### src/rtl/rtt_pkg.sv
package rtt_pkg;
  localparam int unsigned DEF_PERIOD_W = 28;
  localparam int unsigned DEF_AW       = 8;

  typedef enum logic [1:0] {
    ACC_NONE = 2'd0,
    ACC_CTRL = 2'd1,
    ACC_ACK  = 2'd2
  } acc_e;
endpackage

### src/rtl/rtt_regs.sv
module rtt_regs
  import rtt_pkg::*;
#(
  parameter int unsigned PERIOD_W  = DEF_PERIOD_W,
  parameter int unsigned AW        = DEF_AW,
  parameter logic [AW-1:0] CTRL_ADDR = 'h04,
  parameter logic [AW-1:0] ACK_ADDR  = 'h08,
  localparam int unsigned WORD_W = PERIOD_W + 4
) (
  input  logic                clk,
  input  logic                rst_n,
  input  logic                reg_wr,
  input  logic [AW-1:0]       reg_addr,
  input  logic [WORD_W-1:0]   reg_wdata,
  input  logic                expire,
  output logic [WORD_W-1:0]   reg_rdata,
  output logic                ld,
  output logic [PERIOD_W-1:0] ld_val,
  output logic                run_q,
  output logic                irq_en_q,
  output logic                flag_q,
  output logic [PERIOD_W-1:0] period_q
);
  localparam int unsigned RUN_POS  = PERIOD_W;
  localparam int unsigned IEN_POS  = PERIOD_W + 1;
  localparam int unsigned RST_POS  = PERIOD_W + 2;
  localparam int unsigned FLAG_POS = PERIOD_W + 3;

  acc_e acc;
  logic ctrl_wr, ack_wr;
  logic restart_q;

  always_comb begin
    if (reg_addr == CTRL_ADDR)     acc = ACC_CTRL;
    else if (reg_addr == ACK_ADDR) acc = ACC_ACK;
    else                           acc = ACC_NONE;
  end

  assign ctrl_wr = reg_wr && (acc == ACC_CTRL);
  assign ack_wr  = reg_wr && (acc == ACC_ACK);

  always_ff @(posedge clk or negedge rst_n) begin
    if (!rst_n) begin
      run_q     <= 1'b0;
      irq_en_q  <= 1'b0;
      restart_q <= 1'b0;
      period_q  <= '0;
    end else if (ctrl_wr) begin
      run_q     <= reg_wdata[RUN_POS];
      irq_en_q  <= reg_wdata[IEN_POS];
      restart_q <= reg_wdata[RST_POS];
      period_q  <= reg_wdata[PERIOD_W-1:0];
    end
  end

  // Expiry takes precedence over a same-cycle clear.
  always_ff @(posedge clk or negedge rst_n) begin
    if (!rst_n)                              flag_q <= 1'b0;
    else if (expire)                         flag_q <= 1'b1;
    else if (ack_wr && reg_wdata[FLAG_POS])  flag_q <= 1'b0;
  end

  assign ld     = ctrl_wr || (ack_wr && reg_wdata[RST_POS] && run_q);
  assign ld_val = ctrl_wr ? (reg_wdata[RUN_POS] ? reg_wdata[PERIOD_W-1:0] : '0)
                          : period_q;

  always_comb begin
    unique case (acc)
      ACC_CTRL: reg_rdata = {flag_q, restart_q, irq_en_q, run_q, period_q};
      default:  reg_rdata = '0;
    endcase
  end
endmodule

### src/rtl/rtt_counter.sv
module rtt_counter
  import rtt_pkg::*;
#(
  parameter int unsigned PERIOD_W = DEF_PERIOD_W
) (
  input  logic                clk,
  input  logic                rst_n,
  input  logic                tick,
  input  logic                ld,
  input  logic [PERIOD_W-1:0] ld_val,
  input  logic                run,
  input  logic [PERIOD_W-1:0] period,
  output logic                expire,
  output logic [PERIOD_W-1:0] cnt_q
);
  localparam logic [PERIOD_W-1:0] ONE = PERIOD_W'(1);

  assign expire = !ld && run && tick && (cnt_q == ONE);

  always_ff @(posedge clk or negedge rst_n) begin
    if (!rst_n)                      cnt_q <= '0;
    else if (ld)                     cnt_q <= ld_val;
    else if (!run)                   cnt_q <= '0;
    else if (tick && cnt_q != '0)    cnt_q <= (cnt_q == ONE) ? period : cnt_q - ONE;
  end
endmodule

### src/rtl/reload_tick_timer.sv
module reload_tick_timer
  import rtt_pkg::*;
#(
  parameter int unsigned PERIOD_W  = DEF_PERIOD_W,
  parameter int unsigned AW        = DEF_AW,
  parameter logic [AW-1:0] CTRL_ADDR = 'h04,
  parameter logic [AW-1:0] ACK_ADDR  = 'h08,
  localparam int unsigned WORD_W = PERIOD_W + 4
) (
  input  logic              clk,
  input  logic              rst_n,
  input  logic              ref_tick,
  input  logic              reg_wr,
  input  logic [AW-1:0]     reg_addr,
  input  logic [WORD_W-1:0] reg_wdata,
  output logic [WORD_W-1:0] reg_rdata,
  output logic              irq_out
);
  logic                ld, expire, run_q, irq_en_q, flag_q;
  logic [PERIOD_W-1:0] ld_val, period_q, cnt_q;

  rtt_regs #(
    .PERIOD_W(PERIOD_W), .AW(AW), .CTRL_ADDR(CTRL_ADDR), .ACK_ADDR(ACK_ADDR)
  ) u_regs (
    .clk(clk), .rst_n(rst_n), .reg_wr(reg_wr), .reg_addr(reg_addr),
    .reg_wdata(reg_wdata), .expire(expire), .reg_rdata(reg_rdata),
    .ld(ld), .ld_val(ld_val), .run_q(run_q), .irq_en_q(irq_en_q),
    .flag_q(flag_q), .period_q(period_q)
  );

  rtt_counter #(.PERIOD_W(PERIOD_W)) u_cnt (
    .clk(clk), .rst_n(rst_n), .tick(ref_tick), .ld(ld), .ld_val(ld_val),
    .run(run_q), .period(period_q), .expire(expire), .cnt_q(cnt_q)
  );

  assign irq_out = flag_q & irq_en_q;
endmodule

### config.mk
export PLATFORM = sky130hd
export DESIGN_NAME = reload_tick_timer
export DESIGN_NICKNAME = d
export VERILOG_FILES = /design/src/rtl/rtt_pkg.sv /design/src/rtl/rtt_regs.sv /design/src/rtl/rtt_counter.sv /design/src/rtl/reload_tick_timer.sv
export SDC_FILE = /design/constraint.sdc
export NUM_CORES = 1
export LEC_CHECK = 0
export ABC_AREA = 1
export BUFFER_PORTS_ARGS = -buffer_cell sky130_fd_sc_hd__buf_2
export CORE_ASPECT_RATIO = 1.75
export CORE_UTILIZATION = 25
export DETAILED_ROUTE_END_ITERATION = 10
export SETUP_SLACK_MARGIN = 0.15
export SYNTH_ARGS = -nofsm -noshare
export SYNTH_HDL_FRONTEND = slang
export SYNTH_HIERARCHICAL = 1
export SYNTH_SLANG_ARGS = --single-unit
export TNS_END_PERCENT = 1
### constraint.sdc
create_clock -name clk -period 1.8 [get_ports clk]
set_input_delay 0 -clock clk [delete_from_list [all_inputs] [get_ports clk]]
set_output_delay 0 -clock clk [all_outputs]
set_load 0.01 [all_outputs]
==> metrics <==
status finished, final reports clean; grt ovf 0; Syn Nets 897; Max rail drop VDD 0.5269 mV; Slew Viols, Final 0; clk_lat worst skew 330 ps; RD Place Congestion 0.8878; die area 20440 µm²; Root Buffer clkbuf_16; Reg clk slew, reported paths 50 ps; Hold Violations, Final 0; die width approximately 110 µm; Slew HR 0.5887; CP endpoint kind register; CTS H-tree lvls 3; worst-margin pin slew 617.0 ps; final WL 15.90 mm; Crit path top cell by count nor2_1; fin nets about 1.0k; fin crit period 1724 ps; DRC violations left 0; Hold Crit Class in2reg; Max-cap violations 0; initial DRC count ~270; initial antenna violation count 0; Critical Path Source Type register; Ant. Diodes 0; HPWL after DPL about 11 mm; leak pwr 3.850 nW; largest net degree at the start of global routing just over 60; yosys warns 6; first-pass GRT wire length 26.13 mm; DRT antenna net count 0; core box area 19280 µm²; # rows 67; fillers around 2.1k; count of cell types in the netlist 26; clock skew roughly 4.8 ps; Setup-failing EPs final 0; Mapped Cells 850; post-detailed-route wirelength per cell 12.93 µm; CTS buffer count 9; RSZ-0062 raised after global routing yes; Seq/Total Area, Yosys 0.3026; I/O Buffers 76; DRT Pass-1 Iters 5; CTS tree built; crit path DAT 1950 ps; I/O Pins 77; Longest Clk Path Bufs 2; pwr/cell area a little over 800 nW/µm²; Crit-path slowest cell dfrtp_1; Worst Path Required 2020 ps; area grow syn2layout 35.96%; Setup CP Type reg2reg; Max Clk Rate 580.2 MHz; CP Max Fanout 5; CP peak stage delay approximately 460 ps; final worst path period share 0.9576; clock sinks 60; Syn Area/Cell 5.838 µm²; FF+latch count, synth 60; GRT Util Overall 0.1625; Critical Path, Cell by Cell nor2_2, buf_4, nand2_1, nor2_1, buf_4, nand3_1, a21oi_1, nor2_1, nor2_1, nor2_1; Hold Worst Slack roughly 83 ps; Starting Density 0.2574; number of global-route vias before repair 5565; DIE HEIGHT 188.4 µm; Power Total approximately 5.5 mW; routed vias/inst 4.541; Vias ~5.6k; Post-Syn Area 4962 µm²; layout cells sized above 1 0.2032
==> where the power goes <==
part	leakage, nW	switching [mW]	internal, mW
logic	2.88	1.38	0.931
registers	0.823	0.0931	1.44
clock network	0.145	0.614	1.07
==> per-layer routing <==
metal	share of wire	wire, µm	track usage
met5	0	0	0
met4	0.033	532	0.07432
met3	0.019	308	0.01280
met2	0.55	8749	0.3128
met1	0.40	6314	0.1729
==> timing repair <==
action | CTS | global route
pin swaps | 11 | 5
gates resized for setup | 27 | 24
endpoints found under the hold margin | 91 | 0
hold buffers | 33 | 0
cloned | 2 | 1
endpoints found under the setup margin | 29 | 29
buffers inserted | 9 | 1
==> worst paths after layout <==
path / start / end / cells past startpoint / slack (ps)
max in group asynchronous: rst_n / u_cnt/cnt_q[18] / 3 / 1270
setup reg to reg: u_cnt/cnt_q[6] / u_cnt/cnt_q[16] / 10 / 80
hold reg to reg: u_regs/restart_q / u_regs/restart_q / 2 / 490
min in group asynchronous: rst_n / u_regs/period_q[0] / 3 / 200
hold / removal: ref_tick / u_regs/flag_q / 5 / 80
setup / recovery: u_cnt/cnt_q[6] / u_cnt/cnt_q[16] / 10 / 80
==> logic make-up after synthesis <==
kind of cell / Yosys count / synth area share
and+or+nand+nor: 567 / 0.4856
DFF: 60 / 0.3026
buffers and inverters: 173 / 0.1470
AOI/OAI and AO/OA: 40 / 0.04488
adders and majority gates: 3 / 0.007565
xor gates and xnor gates: 7 / 0.01236
==> worst max-delay path, delay by kind of cell, from the launching register on <==
family | cells | cell delay (ps)
AO/OA/AOI/OAI | 1 | 200
buffers and inverters | 2 | 320
flip-flops | 1 | 460
AND/OR/NAND/NOR | 7 | 650
==> Yosys cell counts <==
cell,number,area [µm²]
a21boi_0,9,67.56
a21oi_1,28,140.1
buf_1,1,3.750
buf_2,19,95.09
buf_4,1,7.510
buf_6,7,78.83
clkbuf_1,11,41.29
dfrtp_1,60,1501
ha_1,3,37.54
inv_1,129,484.2
inv_2,5,18.77
nand2_1,303,1137
nand2_2,5,31.28
nand2_4,2,22.52
nand3_1,98,490.5
nand3b_1,1,7.510
nand4_1,11,68.82
nand4_4,1,21.27
nor2_1,133,499.2
nor2_2,7,43.79
nor2_4,2,22.52
nor2_8,3,60.06
nor3_1,1,5.000
o21ai_0,3,15.01
xnor2_1,2,17.52
xor2_1,5,43.79
==> state kept, by name, summed over array words and instances, names as in the netlist <==
register / flops
u_cnt/cnt_q: 28
u_regs/flag_q: 1
u_regs/irq_en_q: 1
u_regs/period_q: 28
u_regs/restart_q: 1
u_regs/run_q: 1
==> final cells by class <==
cell class	instances	area [µm²]	share of cell area
clock buffer	14	284.0	0.04210
clock inverter	1	5.005	0.0007418
inverter	134	508.0	0.07530
multi-input combinational	617	2870	0.4254
sequential	60	1505	0.2231
tap	241	301.5	0.04470
timing repair buffer	163	1272	0.1886
==> per-stage QoR <==
stage | setup slack, ps | std cells | utilization | setup TNS [ps] | area (µm²)
6_report | 76.35 | 1230 | 0.3499 | 0 | 6746
5_1_grt | -19.21 | 1230 | 0.3499 | -75.63 | 6746
4_1_cts | 111.9 | 1228 | 0.3429 | 0 | 6611
3_5_place_dp | 3.293 | 1169 | 0.3002 | 0 | 5788
3_3_place_gp | -1.866 | 1169 | 0.3002 | -1.866 | 5788
2_1_floorplan | 160.3 | 850 | - | 0 | 4962
==> layout by cell type (no fill, tap or decap), drive strengths merged <==
cell type,instances
nor2,145
o21ai,3
buf,129
clkbuf,15
xor2,5
inv,134
nand2,310
ha,3
nand3,98
a21oi,28
nand3b,1
dlygate4sd3,33
clkinv,1
a21boi,9
dfrtp,60
xnor2,2
nand4,12
nor3,1
No activity file was read; power rests on OpenSTA's default activity.
